File: src/rtl/alu8_pkg.sv
package alu8_pkg;

    localparam int DATA_W   = 8;
    localparam int FLAG_W   = 8;
    localparam int FLG_SIGN = 7;
    localparam int FLG_ZERO = 6;
    localparam int FLG_HALF = 4;
    localparam int FLG_SUBT = 1;
    localparam int FLG_CARY = 0;

    typedef enum logic [2:0] {
        OP_ADD = 3'd0,
        OP_ADC = 3'd1,
        OP_SUB = 3'd2,
        OP_SBC = 3'd3,
        OP_AND = 3'd4,
        OP_XOR = 3'd5,
        OP_OR  = 3'd6,
        OP_CMP = 3'd7
    } alu_op_e;

    typedef struct packed {
        logic [DATA_W-1:0] res;
        logic              we;
        logic [FLAG_W-1:0] flg;
    } alu_out_t;

endpackage

File: src/rtl/alu8_addsub.sv
module alu8_addsub #(
    parameter int W = 8
) (
    input  logic [W-1:0] a_i,
    input  logic [W-1:0] b_i,
    input  logic         cin_i,
    input  logic         sub_i,
    output logic [W-1:0] sum_o,
    output logic         cout_o,
    output logic         half_o
);
    localparam int HB = W / 2;

    logic [W:0] wide_d;

    always_comb begin
        if (sub_i) begin
            wide_d = {1'b0, a_i} - {1'b0, b_i} - {{W{1'b0}}, cin_i};
        end else begin
            wide_d = {1'b0, a_i} + {1'b0, b_i} + {{W{1'b0}}, cin_i};
        end
    end

    logic [W-1:0] mix_d;
    assign sum_o  = wide_d[W-1:0];
    assign cout_o = wide_d[W];
    assign mix_d  = a_i ^ b_i ^ wide_d[W-1:0];
    assign half_o = mix_d[HB];

endmodule

File: src/rtl/alu8_logic.sv
module alu8_logic #(
    parameter int W = 8
) (
    input  logic [W-1:0] a_i,
    input  logic [W-1:0] b_i,
    input  logic [1:0]   sel_i,
    output logic [W-1:0] y_o
);
    always_comb begin
        unique case (sel_i)
            2'd0:    y_o = a_i & b_i;
            2'd1:    y_o = a_i ^ b_i;
            default: y_o = a_i | b_i;
        endcase
    end
endmodule

File: src/rtl/alu8_step.sv
module alu8_step #(
    parameter int W = 8
) (
    input  logic [W-1:0] a_i,
    input  logic         dec_i,
    output logic [W-1:0] y_o,
    output logic         half_o
);
    localparam int HB = W / 2;

    always_comb begin
        if (dec_i) begin
            y_o    = a_i - {{(W-1){1'b0}}, 1'b1};
            half_o = (y_o[HB-1:0] == {HB{1'b1}});
        end else begin
            y_o    = a_i + {{(W-1){1'b0}}, 1'b1};
            half_o = (y_o[HB-1:0] == {HB{1'b0}});
        end
    end
endmodule

File: src/rtl/alu8_core.sv
module alu8_core
    import alu8_pkg::*;
(
    input  logic [DATA_W-1:0] acc_i,
    input  logic [DATA_W-1:0] opnd_i,
    input  logic [FLAG_W-1:0] flags_i,
    input  logic [2:0]        op_i,
    input  logic [1:0]        step_i,
    output logic [DATA_W-1:0] res_o,
    output logic              wr_en_o,
    output logic [FLAG_W-1:0] flags_o
);
    logic unused_flag_bits;
    assign unused_flag_bits = ^flags_i[FLAG_W-1:1];

    alu_op_e op_d;
    assign op_d = alu_op_e'(op_i);

    logic is_sub_d, use_cin_d, cin_d;
    assign is_sub_d  = (op_d == OP_SUB) || (op_d == OP_SBC) || (op_d == OP_CMP);
    assign use_cin_d = (op_d == OP_ADC) || (op_d == OP_SBC);
    assign cin_d     = use_cin_d & flags_i[FLG_CARY];

    logic [DATA_W-1:0] arith_d, logic_d, step_d;
    logic              arith_c_d, arith_h_d, step_h_d;

    alu8_addsub #(.W(DATA_W)) i_addsub (
        .a_i    (acc_i),
        .b_i    (opnd_i),
        .cin_i  (cin_d),
        .sub_i  (is_sub_d),
        .sum_o  (arith_d),
        .cout_o (arith_c_d),
        .half_o (arith_h_d)
    );

    alu8_logic #(.W(DATA_W)) i_logic (
        .a_i   (acc_i),
        .b_i   (opnd_i),
        .sel_i (op_i[1:0]),
        .y_o   (logic_d)
    );

    alu8_step #(.W(DATA_W)) i_step (
        .a_i    (acc_i),
        .dec_i  (step_i[1]),
        .y_o    (step_d),
        .half_o (step_h_d)
    );

    alu_out_t out_d;
    logic     h_d, n_d, c_d;
    logic [DATA_W-1:0] r_d;

    always_comb begin
        r_d = arith_d;
        h_d = arith_h_d;
        n_d = is_sub_d;
        c_d = arith_c_d;
        out_d.we = 1'b1;
        if (step_i != 2'b00) begin
            r_d = step_d;
            h_d = step_h_d;
            n_d = step_i[1];
            c_d = flags_i[FLG_CARY];
        end else begin
            unique case (op_d)
                OP_AND: begin
                    r_d = logic_d; h_d = 1'b1; n_d = 1'b0; c_d = 1'b0;
                end
                OP_XOR, OP_OR: begin
                    r_d = logic_d; h_d = 1'b0; n_d = 1'b0; c_d = 1'b0;
                end
                OP_CMP: out_d.we = 1'b0;
                default: ;
            endcase
        end
        out_d.flg           = '0;
        out_d.flg[FLG_SIGN] = r_d[DATA_W-1];
        out_d.flg[FLG_ZERO] = (r_d == '0);
        out_d.flg[FLG_HALF] = h_d;
        out_d.flg[FLG_SUBT] = n_d;
        out_d.flg[FLG_CARY] = c_d;
        out_d.res = out_d.we ? r_d : acc_i;
    end

    assign res_o   = out_d.res;
    assign wr_en_o = out_d.we;
    assign flags_o = out_d.flg;

endmodule

File: config.mk
export PLATFORM = sky130hd
export DESIGN_NAME = alu8_core
export DESIGN_NICKNAME = d
export VERILOG_FILES = /design/src/rtl/alu8_pkg.sv /design/src/rtl/alu8_addsub.sv /design/src/rtl/alu8_logic.sv /design/src/rtl/alu8_step.sv /design/src/rtl/alu8_core.sv
export SDC_FILE = /design/constraint.sdc
export NUM_CORES = 1
export LEC_CHECK = 0
export ABC_AREA = 1
export BUFFER_PORTS_ARGS = -buffer_cell sky130_fd_sc_hd__buf_2
export CORE_MARGIN = 10
export CORE_UTILIZATION = 54
export DETAILED_ROUTE_END_ITERATION = 8
export GPL_TIMING_DRIVEN = 0
export PLACE_DENSITY = 0.85
export SLEW_MARGIN = 25
export SYNTH_ARGS = -nofsm -noshare
export SYNTH_HDL_FRONTEND = slang
export SYNTH_HIERARCHICAL = 1
export SYNTH_SLANG_ARGS = --single-unit
File: constraint.sdc
create_clock -name vclk -period 3
set_input_delay 0.6 -clock vclk [all_inputs]
set_output_delay 0.6 -clock vclk [all_outputs]
set_load 0.05 [all_outputs]
# After elaboration in Yosys (flattened, before gate mapping)
# Cells that the tools add are included.
[totals] ff_bits=0 latchBits=0 mem_bits_rw=0 romBits=0 input_bits=29 mem_count=0
[op_classes] addsub=6 multipliers=0 div=0 n_lt_le_gt_ge=0 n_eq_ne=9 shift=0 muxes=15 n_bitwise=5 reduce_logical=9
[ops] cell="two-way mux 8 bit" n=4
[ops] cell="case mux 8 bit (2 select lines)" n=1
[ops] cell="== test 3 bit (second input constant)" n=4
[ops] cell="adder 8 x 8 -> 9 bit" n=1
[ops] cell="adder 9 x 1 -> 9 bit" n=1
[ops] cell="two-way mux 9 bit" n=1
[ops] cell="subtractor 8 x 8 -> 9 bit" n=1
[ops] cell="subtractor 9 x 1 -> 9 bit" n=1
[ops] cell="adder 8 x 1 -> 8 bit (second input constant)" n=1
[ops] cell="bitwise AND 8 bit" n=1
[ops] cell="logical NOT 8 bit" n=1
[ops] cell="two-way mux 1 bit" n=8
[ops] cell="bitwise OR 8 bit" n=1
[ops] cell="subtractor 8 x 1 -> 8 bit (second input constant)" n=1
[ops] cell="bitwise XOR 8 bit" n=1
[ops] cell="== test 3 x 2 -> 1 bit (second input constant)" n=2
[ops] cell="bitwise XOR 5 bit" n=1
[ops] cell="== test 4 bit (second input constant)" n=1
[ops] cell="logical NOT 4 bit" n=1
[ops] cell="== test 3 x 1 -> 1 bit (second input constant)" n=1
[ops] cell="logical OR 1 bit" n=3
[ops] cell="OR reduction 3 bit" n=1
[ops] cell="== test 2 x 1 -> 1 bit (second input constant)" n=1
[ops] cell="logical NOT 2 bit" n=1
[ops] cell="other kinds (4)" n=4

# Logic depth before layout (Yosys ltp)
[depth] word_depth=8 ltp_mapped=20

# Cells and area by module
# Netlist, hierarchy kept.
[by_module_without_submodules] mod="alu8_addsub" n_inst=1 cells_per_inst=180 area_per_inst_um2=1024.7 seq_area_each_um2=0.0
[by_module_without_submodules] mod="alu8_core" n_inst=1 cells_per_inst=106 area_per_inst_um2=526.8 seq_area_each_um2=0.0
[by_module_without_submodules] mod="alu8_logic" n_inst=1 cells_per_inst=76 area_per_inst_um2=464.2 seq_area_each_um2=0.0
[by_module_without_submodules] mod="alu8_step" n_inst=1 cells_per_inst=78 area_per_inst_um2=416.6 seq_area_each_um2=0.0

# Worst setup path after synthesis
# No wires, ideal clock.
[synth_path] path_kind="in2out" startpoint="in op_i[2]" endpoint="out res_o[5]" t_arrival_ns=3.094 required_ns=2.400 path_slack_ns=-0.694 stages=15 cell_sequence="buf_4 nor2_1 inv_1 fa_1 inv_1 ha_1 o21ai_0 nand3_1 nand2_1 nand3_1 nand2_1 inv_1 nand2_1 nand3_1 a31oi_1"
[synth_via] elab_chain_cells=8 word_cells_on_any_way=20
[synth_lines] element="start: declaration" line_no="alu8_core.sv:7" source="input logic [2:0] op_i,"
[synth_lines] element="== test 3 x 1 -> 1 bit / == test 3 x 2 -> 1 bit (equally long branches)" line_no="alu8_core.sv:21" source="assign use_cin_d = (op_d == OP_ADC) || (op_d == OP_SBC);"
[synth_lines] element="logical OR 1 bit (*)" line_no="alu8_core.sv:21"
[synth_lines] element="bitwise AND 1 bit (*)" line_no="alu8_core.sv:22" source="assign cin_d = use_cin_d & flags_i[FLG_CARY];"
[synth_lines] element="via cin_d" line_no="alu8_core.sv:19" source="logic is_sub_d, use_cin_d, cin_d;"
[synth_lines] element="adder 9 x 1 -> 9 bit / subtractor 9 x 1 -> 9 bit (equally long branches)" line_no="alu8_addsub.sv:20, alu8_addsub.sv:18"
[synth_lines] element="two-way mux 9 bit (*)" line_no="alu8_addsub.sv:17" source="if (sub_i) begin"
[synth_lines] element="via arith_d[5]" line_no="alu8_core.sv:24" source="logic [DATA_W-1:0] arith_d, logic_d, step_d;"
[synth_lines] element="two-way mux 8 bit (*)" line_no="alu8_core.sv:67" source="unique case (op_d)"
[synth_lines] element="two-way mux 8 bit (*)" line_no="alu8_core.sv:61" source="if (step_i != 2'b00) begin"
[synth_lines] element="two-way mux 8 bit (*)" line_no="alu8_core.sv:84" source="out_d.res = out_d.we ? r_d : acc_i;"
[synth_lines] element="end: declaration" line_no="alu8_core.sv:9" source="output logic [DATA_W-1:0] res_o,"
# Mark *: on every way through the listed nets, which the timed path passes. The rest lies on a longest branch.

# Worst setup path after layout
[layout_path] startpoint="in op_i[2]" endpoint="out flags_o[6]"
[layout_via] elab_chain_cells=8 word_cells_on_any_way=18
[layout_lines] element="== test 3 x 1 -> 1 bit / == test 3 x 2 -> 1 bit (equally long branches)" line_no="alu8_core.sv:21"
[layout_lines] element="logical OR 1 bit (*)" line_no="alu8_core.sv:21"
[layout_lines] element="bitwise AND 1 bit (*)" line_no="alu8_core.sv:22"
[layout_lines] element="via cin_d" line_no="alu8_core.sv:19"
[layout_lines] element="adder 9 x 1 -> 9 bit / subtractor 9 x 1 -> 9 bit (equally long branches)" line_no="alu8_addsub.sv:20, alu8_addsub.sv:18"
[layout_lines] element="two-way mux 9 bit (*)" line_no="alu8_addsub.sv:17"
[layout_lines] element="via arith_d[5]" line_no="alu8_core.sv:24"
[layout_lines] element="two-way mux 8 bit (*)" line_no="alu8_core.sv:67"
[layout_lines] element="two-way mux 8 bit (*)" line_no="alu8_core.sv:61"
[layout_lines] element="logical NOT 8 bit (*)" line_no="alu8_core.sv:80" source="out_d.flg[FLG_ZERO] = (r_d == '0);"
[layout_lines] element="end: declaration" line_no="alu8_core.sv:11" source="output logic [FLAG_W-1:0] flags_o"
# Marked as above.

==> impl_results.md <==
* Status: complete, but fails checks
* Failing checks: setup timing
* I/O pin total at 46
* Post-synthesis sequential area ratio at 0
* Register area at 0 um^2
* Total Routing Usage GR at 0.187
* Placed Area at 2870 um^2
* Leak at 1.86 nW
* Post-route cell area at 3420 um^2
* Remaining Overflow, GRT at 0
* Wire length per cell at 14.7 um
* WP data required at 2400 ps
* Initial core utilization at 0.559
* CP endpoint: flags_o[6]
* Sw Ratio at 0.598
* DIE AREA at 7590 um^2
* Remaining antenna violation count after routing at 0
* Total Wirelength at 8000 um
* Setup TNS at -3570 ps
* # hold bufs at CTS at 0
* CP arrival at 2870 ps
* Seq Cell Count at 0
* Initial antenna violation count at 0
* Clock Power Share at 0
* 1st-iter DRT viols at 260
* Detailed Place HPWL at 5480 um
* Worst Hold Class: in -> out
* Fin nets at 567
* DRC at 0
* Critical path, cell by cell: buf_8 -> buf_8 -> nor2_4 -> inv_2 -> fa_2 -> inv_2 -> ha_4 -> o21ai_4 -> nand4_1 -> nand3_2 -> nand2_2 -> inv_2 -> nand2_1 -> nand3_2 -> nand2_1 -> nor2_1 -> nand2_1 -> nor2_4 -> buf_6
* Fin. Hold Viols at 0
* Distinct cells, synth at 32
* Most frequent cells after synthesis: 127 x nand2_1, 94 x inv_1, 56 x nand3_1
* Crit path from: op_i[2]
* CORE AREA at 4350 um^2
* RSZ-0062 raised after global routing: yes
* Die Ht at 87.1 um
* CP max-delay cell: fa_2
* Mean Syn Cell Area at 5.53 um^2
* CP Capture Type: primary output
* First-pass iteration count of the detailed router at 5
* Ratio of cells with drive above 1 in the final layout at 0.333
* Area share of the largest cell type after synthesis at 0.206
* Leading area contributor after synthesis: ha_1
* Via count at 2957
* Max Cap Violations at 0
* Power per cell area at 222 nW/um^2
* Endpoints failing setup at 11
* Synthesized area at 2430 um^2
* Register share of total power at 0
* Internal at 0.306 mW
* Placer Congestion at 0.879
* Critical path's top delay family: simple AND/OR/NAND/NOR gates
* Setup CP Type: in -> out
* Post-route setup slack at -473 ps
* Worst IR Drop VDD at 0.102 mV
* Bufs and invs on worst path at 6
* Syn. warnings at 6
* Largest stage delay on the critical path at 550 ps
* First-pass GRT wire length at 12300 um
* Synth top area cells: ha_1 21%, nand2_1 20%, inv_1 15%
* Post-layout min period at 3470 ps
* Synth Instances at 440
* Buffers on Ports at 36
* # diodes at 0
* Dpl ws at -667 ps
* Fin crit share at 1.16
* Switch Pwr at 0.454 mW
* P&R area growth vs syn at 40.8%
* Die width at 87.1 um
* Inst Count DP at 530
* Fin util at 0.786
* Crit start category: input port
* Worst-path maximum fanout at 2
* Critical Path Stages at 19
* Max-slew violations at 0
* Fmax at 288 MHz
* Overall Power at 0.760 mW
* Largest net degree at the start of global routing at 17
* Via-to-Cell Ratio at 5.44
* Vias in the first global route at 2817
* Fin cells at 544
* Most frequent cell after synthesis: nand2_1
* Comb power frac at 1.000
* Clkbuf count at 0
* Floorplan row count at 24
* WHS at 1680 ps
[what timing repair did]
| action | 4_1_cts | 5_1_grt |
|---|---|---|
| endpoints found under the setup margin | 12 | 12 |
| resized for setup | 82 | 37 |
| pin swaps | 26 | 28 |
| setup buffers | 7 | 7 |
[per-layer routing]
| layer | up-vias | part of all wire | track usage | wire length [um] |
|---|---|---|---|---|
| li1 | 1467 | - | - | - |
| met1 | 1352 | 0.37 | 0.206 | 3000 |
| met2 | 108 | 0.54 | 0.364 | 4320 |
| met3 | 30 | 0.049 | 0.0159 | 390 |
| met4 | 0 | 0.037 | 0.0522 | 293 |
| met5 | - | 0 | 0 | 0 |
[logic make-up (layout without fill, tap and decap cells)]
group           after synthesis  after routing  share of synthesized area
other cells                   1              3                    0.00154
compound gates               38             38                     0.0905
buf+inv                     115            165                      0.211
fa+ha+maj                    44             44                      0.239
xor+xnor                      6              6                     0.0216
simple gates                236            236                      0.436
[layout by cell type, fill, tap and decap left out, types with 2 or more instances in the layout]
cell type,instances
buf_8,6
or2_1,2
ha_4,10
nor2_4,4
nor2_1,21
fa_2,4
nor2_2,7
nand3_2,16
o211ai_1,3
nand3_1,42
o21ai_4,2
nand2_1,113
nand4_1,5
a21oi_2,5
o21ai_0,3
a21oi_1,7
buf_6,24
o21ai_1,7
ha_1,30
inv_1,80
a31oi_4,7
xor2_1,4
nand2_2,13
inv_2,19
buf_4,17
conb_1,3
buf_2,15
nand2_4,6
nand3b_1,4
[power by group through the flow]
stage,Sequential [mW],Combinational [mW],Clock (mW)
after floorplan,0,0.450,0
after global placement,0,0.563,0
after detailed placement,0,0.581,0
after CTS,0,0.679,0
after global routing,0,0.825,0
final,0,0.760,0
[worst min-delay path by stage]
stage               slack [ps]  startpoint          to  cells past startpoint
floorplan                 1430   step_i[0]  flags_o[1]                      2
global placement          1670   step_i[0]  flags_o[1]                      4
detailed placement        1680   step_i[0]  flags_o[1]                      4
CTS                       1620  flags_i[0]  flags_o[0]                      5
global route              1700  flags_i[0]  flags_o[0]                      5
finish                    1680  flags_i[0]  flags_o[0]                      5
[cell type report]
| cell class | count | area (um^2) |
|---|---|---|
| Inverter | 100 | 380 |
| Buffer | 15 | 141 |
| Multi-Input combinational cell | 327 | 2370 |
| Timing Repair Buffer | 50 | 463 |
| Tap cell | 52 | 65.1 |
| Fill cell | 298 | 930 |
Note: power is estimated with default switching activity, not from simulation.
